`src/rtl/ostm_pkg.sv`:
```
package ostm_pkg;
  // Register byte offsets decoded by the top module
  localparam int unsigned OFS_CNT  = 'h10;
  localparam int unsigned OFS_STAT = 'h14;
  localparam int unsigned OFS_WDOG = 'h18;
  localparam int unsigned OFS_IEN  = 'h1C;
  // Compare register of channel i sits at CMP_STRIDE * i
  localparam int unsigned CMP_STRIDE = 4;
endpackage

```
`src/rtl/ostm_tick_gen.sv`:
```
module ostm_tick_gen #(
  parameter int unsigned DIV_RATIO = 0
) (
  input  logic clk,
  input  logic rst,
  input  logic tick_in,
  output logic tick
);
  generate
    if (DIV_RATIO == 0) begin : g_direct
      assign tick = tick_in;
    end else begin : g_div
      localparam int unsigned DW = (DIV_RATIO > 1) ? $clog2(DIV_RATIO) : 1;
      localparam logic [DW-1:0] LAST = DW'(DIV_RATIO - 1);
      logic [DW-1:0] div_q;
      always_ff @(posedge clk) begin
        if (rst) div_q <= '0;
        else if (tick_in) div_q <= (div_q == LAST) ? '0 : div_q + 1'b1;
      end
      assign tick = tick_in && (div_q == LAST);
    end
  endgenerate
endmodule

```
`src/rtl/ostm_counter.sv`:
```
module ostm_counter #(
  parameter int unsigned CNT_W = 32
) (
  input  logic             clk,
  input  logic             rst,
  input  logic             load,
  input  logic [CNT_W-1:0] load_val,
  input  logic             adv,
  output logic [CNT_W-1:0] cnt_q,
  output logic [CNT_W-1:0] cnt_inc
);
  assign cnt_inc = cnt_q + 1'b1;
  always_ff @(posedge clk) begin
    if (rst)       cnt_q <= '0;
    else if (load) cnt_q <= load_val;
    else if (adv)  cnt_q <= cnt_inc;
  end
endmodule

```
`src/rtl/ostm_channel.sv`:
```
module ostm_channel #(
  parameter int unsigned CNT_W = 32
) (
  input  logic             clk,
  input  logic             rst,
  input  logic             wr,
  input  logic [CNT_W-1:0] wdata,
  input  logic             adv,
  input  logic [CNT_W-1:0] cnt_inc,
  output logic [CNT_W-1:0] cmp_q,
  output logic             hit
);
  always_ff @(posedge clk) begin
    if (rst)     cmp_q <= '0;
    else if (wr) cmp_q <= wdata;
  end
  // Match only on the tick that steps the counter onto the compare value
  assign hit = adv && (cnt_inc == cmp_q);
endmodule

```
`src/rtl/ostm_match4.sv`:
```
module ostm_match4 import ostm_pkg::*; #(
  parameter int unsigned CNT_W     = 32,
  parameter int unsigned ADDR_W    = 8,
  parameter int unsigned NUM_CH    = 4,
  parameter int unsigned IEN_W     = 12,
  parameter int unsigned DIV_RATIO = 0
) (
  input  logic              clk,
  input  logic              rst,
  input  logic              tick_in,
  input  logic              wr_en,
  input  logic [ADDR_W-1:0] addr,
  input  logic [CNT_W-1:0]  wdata,
  output logic [CNT_W-1:0]  rdata,
  output logic [NUM_CH-1:0] irq,
  output logic              wdog_rst
);
  localparam int unsigned WDOG_CH = NUM_CH - 1;

  logic              tick_pulse;
  logic              cnt_load;
  logic              cnt_adv;
  logic [CNT_W-1:0]  cnt_q;
  logic [CNT_W-1:0]  cnt_inc;
  logic [CNT_W-1:0]  cmp_arr [NUM_CH];
  logic [NUM_CH-1:0] hit_vec;
  logic [NUM_CH-1:0] stat_q;
  logic [IEN_W-1:0]  ien_q;
  logic              warm_q;
  logic              wdog_q;
  logic [CNT_W-1:0]  rd_q;
  logic              stat_wr, ien_wr, warm_wr;

  assign cnt_load = wr_en && (addr == ADDR_W'(OFS_CNT));
  assign stat_wr  = wr_en && (addr == ADDR_W'(OFS_STAT));
  assign ien_wr   = wr_en && (addr == ADDR_W'(OFS_IEN));
  assign warm_wr  = wr_en && (addr == ADDR_W'(OFS_WDOG));
  assign cnt_adv  = tick_pulse && !cnt_load;

  ostm_tick_gen #(.DIV_RATIO(DIV_RATIO)) u_tick (
    .clk(clk), .rst(rst), .tick_in(tick_in), .tick(tick_pulse)
  );

  ostm_counter #(.CNT_W(CNT_W)) u_cnt (
    .clk(clk), .rst(rst), .load(cnt_load), .load_val(wdata),
    .adv(cnt_adv), .cnt_q(cnt_q), .cnt_inc(cnt_inc)
  );

  generate
    for (genvar i = 0; i < NUM_CH; i++) begin : g_ch
      ostm_channel #(.CNT_W(CNT_W)) u_ch (
        .clk(clk), .rst(rst),
        .wr(wr_en && (addr == ADDR_W'(CMP_STRIDE * i))),
        .wdata(wdata), .adv(cnt_adv), .cnt_inc(cnt_inc),
        .cmp_q(cmp_arr[i]), .hit(hit_vec[i])
      );
      // Set wins over a same-cycle write-one-to-clear
      always_ff @(posedge clk) begin
        if (rst) stat_q[i] <= 1'b0;
        else if (hit_vec[i] && ien_q[i]) stat_q[i] <= 1'b1;
        else if (stat_wr && wdata[i]) stat_q[i] <= 1'b0;
      end
    end
  endgenerate

  always_ff @(posedge clk) begin
    if (rst) begin
      ien_q  <= '0;
      warm_q <= 1'b0;
      wdog_q <= 1'b0;
    end else begin
      if (ien_wr) ien_q <= wdata[IEN_W-1:0];
      wdog_q <= hit_vec[WDOG_CH] && warm_q;
      if (hit_vec[WDOG_CH] && warm_q) warm_q <= 1'b0;
      else if (warm_wr)               warm_q <= wdata[0];
    end
  end

  always_comb begin
    rd_q = '0;
    for (int i = 0; i < NUM_CH; i++)
      if (addr == ADDR_W'(CMP_STRIDE * i)) rd_q = cmp_arr[i];
    if (addr == ADDR_W'(OFS_CNT))  rd_q = cnt_q;
    if (addr == ADDR_W'(OFS_STAT)) rd_q = CNT_W'(stat_q);
    if (addr == ADDR_W'(OFS_WDOG)) rd_q = CNT_W'(warm_q);
    if (addr == ADDR_W'(OFS_IEN))  rd_q = CNT_W'(ien_q);
  end

  always_ff @(posedge clk) begin
    if (rst) rdata <= '0;
    else     rdata <= rd_q;
  end

  assign irq      = stat_q;
  assign wdog_rst = wdog_q;
endmodule

```
`config.mk`:
```
export PLATFORM = sky130hd
export DESIGN_NAME = ostm_match4
export DESIGN_NICKNAME = d
export VERILOG_FILES = /design/src/rtl/ostm_pkg.sv /design/src/rtl/ostm_tick_gen.sv /design/src/rtl/ostm_counter.sv /design/src/rtl/ostm_channel.sv /design/src/rtl/ostm_match4.sv
export SDC_FILE = /design/constraint.sdc
export NUM_CORES = 1
export LEC_CHECK = 0
export ABC_AREA = 1
export BUFFER_PORTS_ARGS = -buffer_cell sky130_fd_sc_hd__buf_2
export CORE_ASPECT_RATIO = 2
export CORE_UTILIZATION = 53
export DETAILED_ROUTE_END_ITERATION = 12
export GPL_ROUTABILITY_DRIVEN = 1
export GPL_TIMING_DRIVEN = 0
export PLACE_DENSITY_LB_ADDON = 0.1
export SETUP_SLACK_MARGIN = 0.15
export SLEW_MARGIN = 5
export SYNTH_ARGS = -nofsm -noshare
export SYNTH_HDL_FRONTEND = slang
export SYNTH_SLANG_ARGS = --single-unit
```
`constraint.sdc`:
```
create_clock -name clk -period 5 [get_ports clk]
set_input_delay 0.75 -clock clk [delete_from_list [all_inputs] [get_ports clk]]
set_output_delay 0.75 -clock clk [all_outputs]
set_load 0.05 [all_outputs]
```
After elaboration in Yosys (flattened, before gate mapping)
Cells that the tools add are included.

Register bits: 210. Latch bits: 0. Memory bits (writable): 0. ROM bits: 0. Input bits: 44. Word-level logic and storage cells: 75. Memories: 0.

Add/subtract/negate cells: 1. Multipliers: 0. Div/mod/pow operators: 0. $lt $le $gt $ge: 0. Eq/ne operators: 11. Shift operators: 0. Mux-type cells: 18. Bitwise operators: 0. Reduce and logical (&&, ||, !) cells: 31.

Operator list (count): $mux W32 (7); $eq A32 B32 Y1 (4); $mux W12 (3); $add A32 B1 Y32 const B (1); $eq A8 B5 Y1 const B (4); $logic_and A1 B1 Y1 (22); $eq A8 B4 Y1 const B (2); $reduce_bool A2 Y1 (5); $eq A8 B3 Y1 const B (1); $logic_not A8 Y1 (1); $mux W1 (8); $reduce_or A4 Y1 (1); $reduce_or A2 Y1 (1); $logic_not A1 Y1 (1).

Logic depth before layout (Yosys ltp)
Depth after elaboration: 9. Gate-level depth with buffers: 18.

Cells and area by module
From an unflattened synthesis, not the netlist that was laid out.

Cell total of the unflattened synthesis: 1833. Area, all modules: 12044.1 µm².

By module, submodules not included: ostm_channel (instances 4, cells an instance 256, area each 1709.1 µm²); ostm_match4 (instances 1, cells an instance 464, area each 2991.6 µm²); ostm_counter (instances 1, cells an instance 344, area each 2208.4 µm²); ostm_tick_gen (instances 1, cells an instance 1, area each 7.5 µm²).

Least setup slack after synthesis
OpenSTA, ideal clock, no wires.

Path kind: in2reg. Start: input port addr[1]. End: register stat_q[0], in the netlist irq[0]. Setup time: 0.132 ns. Arrival: 2.167 ns. Slack: 2.701 ns. Stages: 13. Path buffers: 1. Cell sequence: nor2_1 nand3_1 nor2_2 nand2_1 nand2_1 buf_2 nor2_1 nand3_1 nor2_1 nand3_1 nor2_1 nand4_1 a21oi_1.

Word-level cells in the longest chain between the ends: 7. Elaborated cells between the ends (all ways): 11.

Ends and longest elaborated chain: from (decl) (RTL line ostm_match4.sv:12) `input logic [ADDR_W-1:0] addr,`; $eq A8 B5 Y1 (RTL line ostm_match4.sv:34) `assign cnt_load = wr_en && (addr == ADDR_W'(OFS_CNT));`; $logic_and A1 B1 Y1 (RTL line ostm_match4.sv:34); $logic_not A1 Y1 (RTL line ostm_match4.sv:38) `assign cnt_adv = tick_pulse && !cnt_load;`; $logic_and A1 B1 Y1 (RTL line ostm_match4.sv:38); $logic_and A1 B1 Y1 (RTL line ostm_channel.sv:18) `assign hit = adv && (cnt_inc == cmp_q);`; $logic_and A1 B1 Y1 (RTL line ostm_match4.sv:60) `else if (hit_vec[i] && ien_q[i]) stat_q[i] <= 1'b1;`; $mux W1 / $reduce_bool A2 Y1 (equally long branches); to (signal, indexed assignment) (RTL line ostm_match4.sv:59) `if (rst) stat_q[i] <= 1'b0;`; to (signal, indexed assignment) (RTL line ostm_match4.sv:60); to (signal, indexed assignment) (RTL line ostm_match4.sv:61) `else if (stat_wr && wdata[i]) stat_q[i] <= 1'b0;`; to (decl) (RTL line ostm_match4.sv:27) `logic [NUM_CH-1:0] stat_q;`.

Parallel ways exist; a longest one is shown, timed or not. A chain may end at the register's enable or synchronous reset.

Worst setup path after layout
Start: register u_cnt.cnt_q[8]. End: register stat_q[0], in the netlist irq[0].

Word-level cells in the longest chain between the ends: 5. Elaborated cells between the ends (all ways): 6.

Ends and longest elaborated chain: from (decl) (RTL line ostm_counter.sv:9) `output logic [CNT_W-1:0] cnt_q,`; from (signal assigned) (RTL line ostm_counter.sv:15) `else if (load) cnt_q <= load_val;`; from (signal assigned) (RTL line ostm_counter.sv:16) `else if (adv) cnt_q <= cnt_inc;`; $add A32 B1 Y32 * (RTL line ostm_counter.sv:12) `assign cnt_inc = cnt_q + 1'b1;`; $eq A32 B32 Y1 * (RTL line ostm_channel.sv:18); $logic_and A1 B1 Y1 * (RTL line ostm_channel.sv:18); $logic_and A1 B1 Y1 * (RTL line ostm_match4.sv:60); $mux W1 / $reduce_bool A2 Y1 (equally long branches).

Mark *: on every way between the ends. The rest lies on a longest branch, timed or not.

==> key figures <==
Critical path
  • Cell-by-cell listing of the critical path: nand2_1 > nor2_2 > nand2_1 > nor2_2 > nand3_1 > nand3_1 > nand3_1 > nor2_1 > nand2_1 > nor2_1 > nand4_1 > a21oi_1
  • Type of destination of the critical path: flop
  • CP max stage delay: 0.54 ns
  • Top Family by Delay on Critical Path: simple AND/OR/NAND/NOR gates
  • Category of the critical setup timing path: reg -> reg
  • Maximum net fanout on the critical path: 7
  • CP Buf/Inv Count: 0
  • Worst Path Required: 5.48 ns
  • Critical Path Slowest Stage Cell: sky130_fd_sc_hd__nand3_1
  • Sort of element at the start of the critical path: flop
  • Arrival time of data at the critical path endpoint: 4.53 ns

STA
  • Min Tclk post-route: 4.051 ns
  • Slew at the pin closest to its max-slew limit: 1.468 ns
  • Max Clk Rate: 246.9 MHz
  • Fin crit share: 0.8102
  • Slew Limit Fails: 0
  • RSZ-0062 raised after global routing: false
  • Setup skew after layout: 0.01541 ns
  • Post-Route Setup TNS: 0 ns
  • Count of endpoints failing setup in the final report: 0
  • Max-slew headroom: 0.01365
  • Final hold violation count: 0

Logic synthesis
  • Combinational family with the most area after synthesis: simple AND/OR/NAND/NOR gates
  • Count of cell types in the netlist: 39
  • Post-Syn Instances: 1841
  • Post-Syn Area per Cell: 6.338 um^2
  • Fraction of the mapped netlist area in simple logic gates: 0.3273
  • Mux share of post-synthesis cell area: 0
  • Complex-gate fraction of the synthesized area: 0.2033
  • Synth Area in Adders: 0.001072
  • Flops & latches, synth: 210
  • Synthesized area: 0.01167 mm^2
  • Total nets after synthesis: 1886
  • Share of the synthesized netlist area taken by xor and xnor gates: 0.01844
  • Seq/Total Area, Yosys: 0.3603
  • Yosys warning total: 0

Clocking
  • Worst-skew pair later-pin latency: 0.56 ns
  • Clock tree from TritonCTS: done
  • H-Tree Depth: 1
  • Buffer type at the clock tree root: sky130_fd_sc_hd__clkbuf_16
  • Post-CTS resize count: 0
  • Largest buffer count on any clock path: 3
  • Clock-pin slew reported for the worst setup and hold paths after clock tree synthesis: 0.07 ns
  • Post-CTS Repair Setup Buffers: 0
  • Hold bufs inserted after CTS: 0
  • Clock sink total: 210
  • Number of CTS-inserted buffers: 21

Finish
  • Sequential cell area: 0.004204 mm^2
  • Final-layout fill cell count: 2138
  • NumNets Final: 1987
  • Synthesis-to-finish area growth: 12.84%
  • Area of the multi-input gates: 0.006426 mm^2
  • Fraction of final layout cells with drive strength greater than 1: 0.09151

Power
  • Overall power: 3.677 mW
  • PwrDens: 279.3 mW/mm^2
  • Max VDD drop: 0.0003133 V
  • Static power due to leakage: 5.178 nW

GRT
  • Combined global-route utilization of all metal layers: 0.5761
  • Number of antenna violations at the first check in global routing: 5
  • Number of global-route vias before repair: 14003
  • Pin count of the biggest net entering global routing: 15
  • Overflow left after global routing: 0
  • Global-route wire length before repair: 92400 um

Detailed routing
  • Remaining number of nets flagged by the antenna check after routing: 0
  • Average vias per placed instance: 6.506
  • First-pass detailed-route iteration total: 8
  • Number of vias in the routed layout: 14528
  • Average routed wire per standard cell: 27.89 um
  • Number of design rule violations left after detail routing: 0
  • Number of DRC violations after detailed-routing iteration 0: 2067
  • Final wirelength: 62280 um

Placed design
  • DPL Wire Length: 45520 um
  • Port buffer count: 78
  • Gpl congestion: 1.103

Flow run
  • Total of max-cap violations: 1

Floorplanning
  • CORE AREA: 0.02159 mm^2
  • Count of standard-cell rows: 76
  • Starting density of the core: 0.5406
  • I/O pins: 81
  • Die Span Y: 211.8 um
  • Horizontal die dimension: 106.9 um
  • Floorplan die area: 0.02265 mm^2

Status
  • Failing checks: max-capacitance violations
  • Status: finished, violations left

Min path
  • Hold/Removal Path Class: reg -> reg
==> metal layers <==
layer / GRT usage / vias to the layer above / share of wire
li1: - / 6265 / -
met1: 0.5621 / 6459 / 0.29
met2: 0.8707 / 1277 / 0.44
met3: 0.2531 / 527 / 0.12
met4: 0.5966 / 0 / 0.14
met5: 0.01152 / - / 0
==> state kept, by name, indices dropped and copies added (netlist names) <==
| register | cells |
|---|---|
| ien_q | 12 |
| irq | 4 |
| warm_q | 1 |
| u_cnt.cnt_q | 32 |
| wdog_rst | 1 |
| rdata | 32 |
| g_ch.u_ch.cmp_q | 128 |
==> report_power, final <==
part	internal (mW)	switching, mW
Sequential	1.68	0.00433
Combinational	0.0434	0.152
Clock	1.03	0.771
Total	2.75	0.928
==> Yosys cell counts (all sizes together) <==
cell       n  share of area
nand2    509           0.17
dfxtp    210           0.36
nor2     205          0.073
inv      195          0.063
a21oi    173          0.074
o21ai    168          0.072
nand3    164          0.071
clkbuf    70          0.023
a31oi     40          0.021
o22ai     22          0.012
xor2      18          0.014
nand4     13         0.0070
a221oi    11         0.0083
buf        8         0.0038
o2111ai    7         0.0053
nand3b     6         0.0039
o21bai     4         0.0048
xnor2      4         0.0030
o32ai      3         0.0023
clkinv     2        0.00064
nor3       2        0.00086
o221ai     2         0.0015
a21o       1        0.00075
and2       1        0.00054
ha         1         0.0011
o211ai     1        0.00064
xnor3      1         0.0019
==> cells by family (layout without fill, tap and decap cells) <==
| group | count (synthesis) | after routing |
|---|---|---|
| compound gates | 432 | 432 |
| xor+xnor | 23 | 23 |
| fa+ha+maj | 1 | 1 |
| buf+inv | 275 | 390 |
| flops | 210 | 210 |
| other cells | 0 | 4 |
| simple gates | 900 | 900 |
==> layout make-up <==
class / count / share of cell area
Timing Repair Buffer: 78 / 0.02965
Inverter: 197 / 0.05616
Sequential cell: 210 / 0.3193
Clock buffer: 29 / 0.04751
Clock inverter: 8 / 0.009313
Antenna cell: 4 / 0.0007602
Buffer: 78 / 0.02328
Tap cell: 273 / 0.02594
Multi-Input combinational cell: 1356 / 0.4881
==> path summary, 6_finish.rpt <==
kind                       start        to  slack [ns]  depth (start not counted)
setup / recovery  u_cnt.cnt_q[8]    irq[0]        0.95                         12
hold / removal          ien_q[5]  ien_q[5]        0.47                          2
hold reg to reg         ien_q[5]  ien_q[5]        0.47                          2
setup reg to reg  u_cnt.cnt_q[8]    irq[0]        0.95                         12
==> worst reg2reg max path: stages, from the launching register on <==
cell and delay, ns:
sky130_fd_sc_hd__dfxtp_1 0.50, sky130_fd_sc_hd__nand2_1 0.24, sky130_fd_sc_hd__nor2_2 0.37, sky130_fd_sc_hd__nand2_1 0.20, sky130_fd_sc_hd__nor2_2 0.46, sky130_fd_sc_hd__nand3_1 0.37
sky130_fd_sc_hd__nand3_1 0.54, sky130_fd_sc_hd__nand3_1 0.42, sky130_fd_sc_hd__nor2_1 0.18, sky130_fd_sc_hd__nand2_1 0.06, sky130_fd_sc_hd__nor2_1 0.17, sky130_fd_sc_hd__nand4_1 0.23
sky130_fd_sc_hd__a21oi_1 0.22
==> layout by cell type, fill, tap and decap left out, types with 4 or more instances in the layout <==
cell type | Yosys | layout
sky130_fd_sc_hd__nand2_1 | 480 | 480
sky130_fd_sc_hd__dfxtp_1 | 210 | 210
sky130_fd_sc_hd__inv_1 | 192 | 192
sky130_fd_sc_hd__nor2_1 | 186 | 185
sky130_fd_sc_hd__a21oi_1 | 173 | 173
sky130_fd_sc_hd__o21ai_0 | 166 | 166
sky130_fd_sc_hd__nand3_1 | 162 | 162
sky130_fd_sc_hd__buf_2 | 2 | 80
sky130_fd_sc_hd__clkbuf_1 | 70 | 71
sky130_fd_sc_hd__a31oi_1 | 40 | 40
sky130_fd_sc_hd__nand2_2 | 28 | 28
sky130_fd_sc_hd__o22ai_1 | 22 | 22
sky130_fd_sc_hd__clkbuf_16 | 0 | 21
sky130_fd_sc_hd__xor2_1 | 18 | 18
sky130_fd_sc_hd__nand4_1 | 13 | 13
sky130_fd_sc_hd__nor2_2 | 11 | 12
sky130_fd_sc_hd__a221oi_1 | 11 | 11
sky130_fd_sc_hd__nor2_4 | 8 | 8
sky130_fd_sc_hd__o2111ai_1 | 7 | 7
sky130_fd_sc_hd__clkbuf_8 | 0 | 7
sky130_fd_sc_hd__nand3b_1 | 6 | 6
sky130_fd_sc_hd__diode_2 | 0 | 4
sky130_fd_sc_hd__xnor2_1 | 4 | 4
==> through the flow <==
step / utilization / hold slack (ns) / std cells / worst slack (ns) / instance area (um^2)
2_1_floorplan: - / 0.4410 / 1841 / 2.701 / 11670
3_3_place_gp: 0.5745 / 0.4486 / 2192 / 1.202 / 12400
3_5_place_dp: 0.5745 / 0.4519 / 2192 / 1.220 / 12400
4_1_cts: 0.6091 / 0.4615 / 2229 / 1.410 / 13150
5_1_grt: 0.6096 / 0.4757 / 2230 / 0.8964 / 13160
6_report: 0.6100 / 0.4698 / 2233 / 0.9491 / 13170
Note: power is estimated with default switching activity, not from simulation.
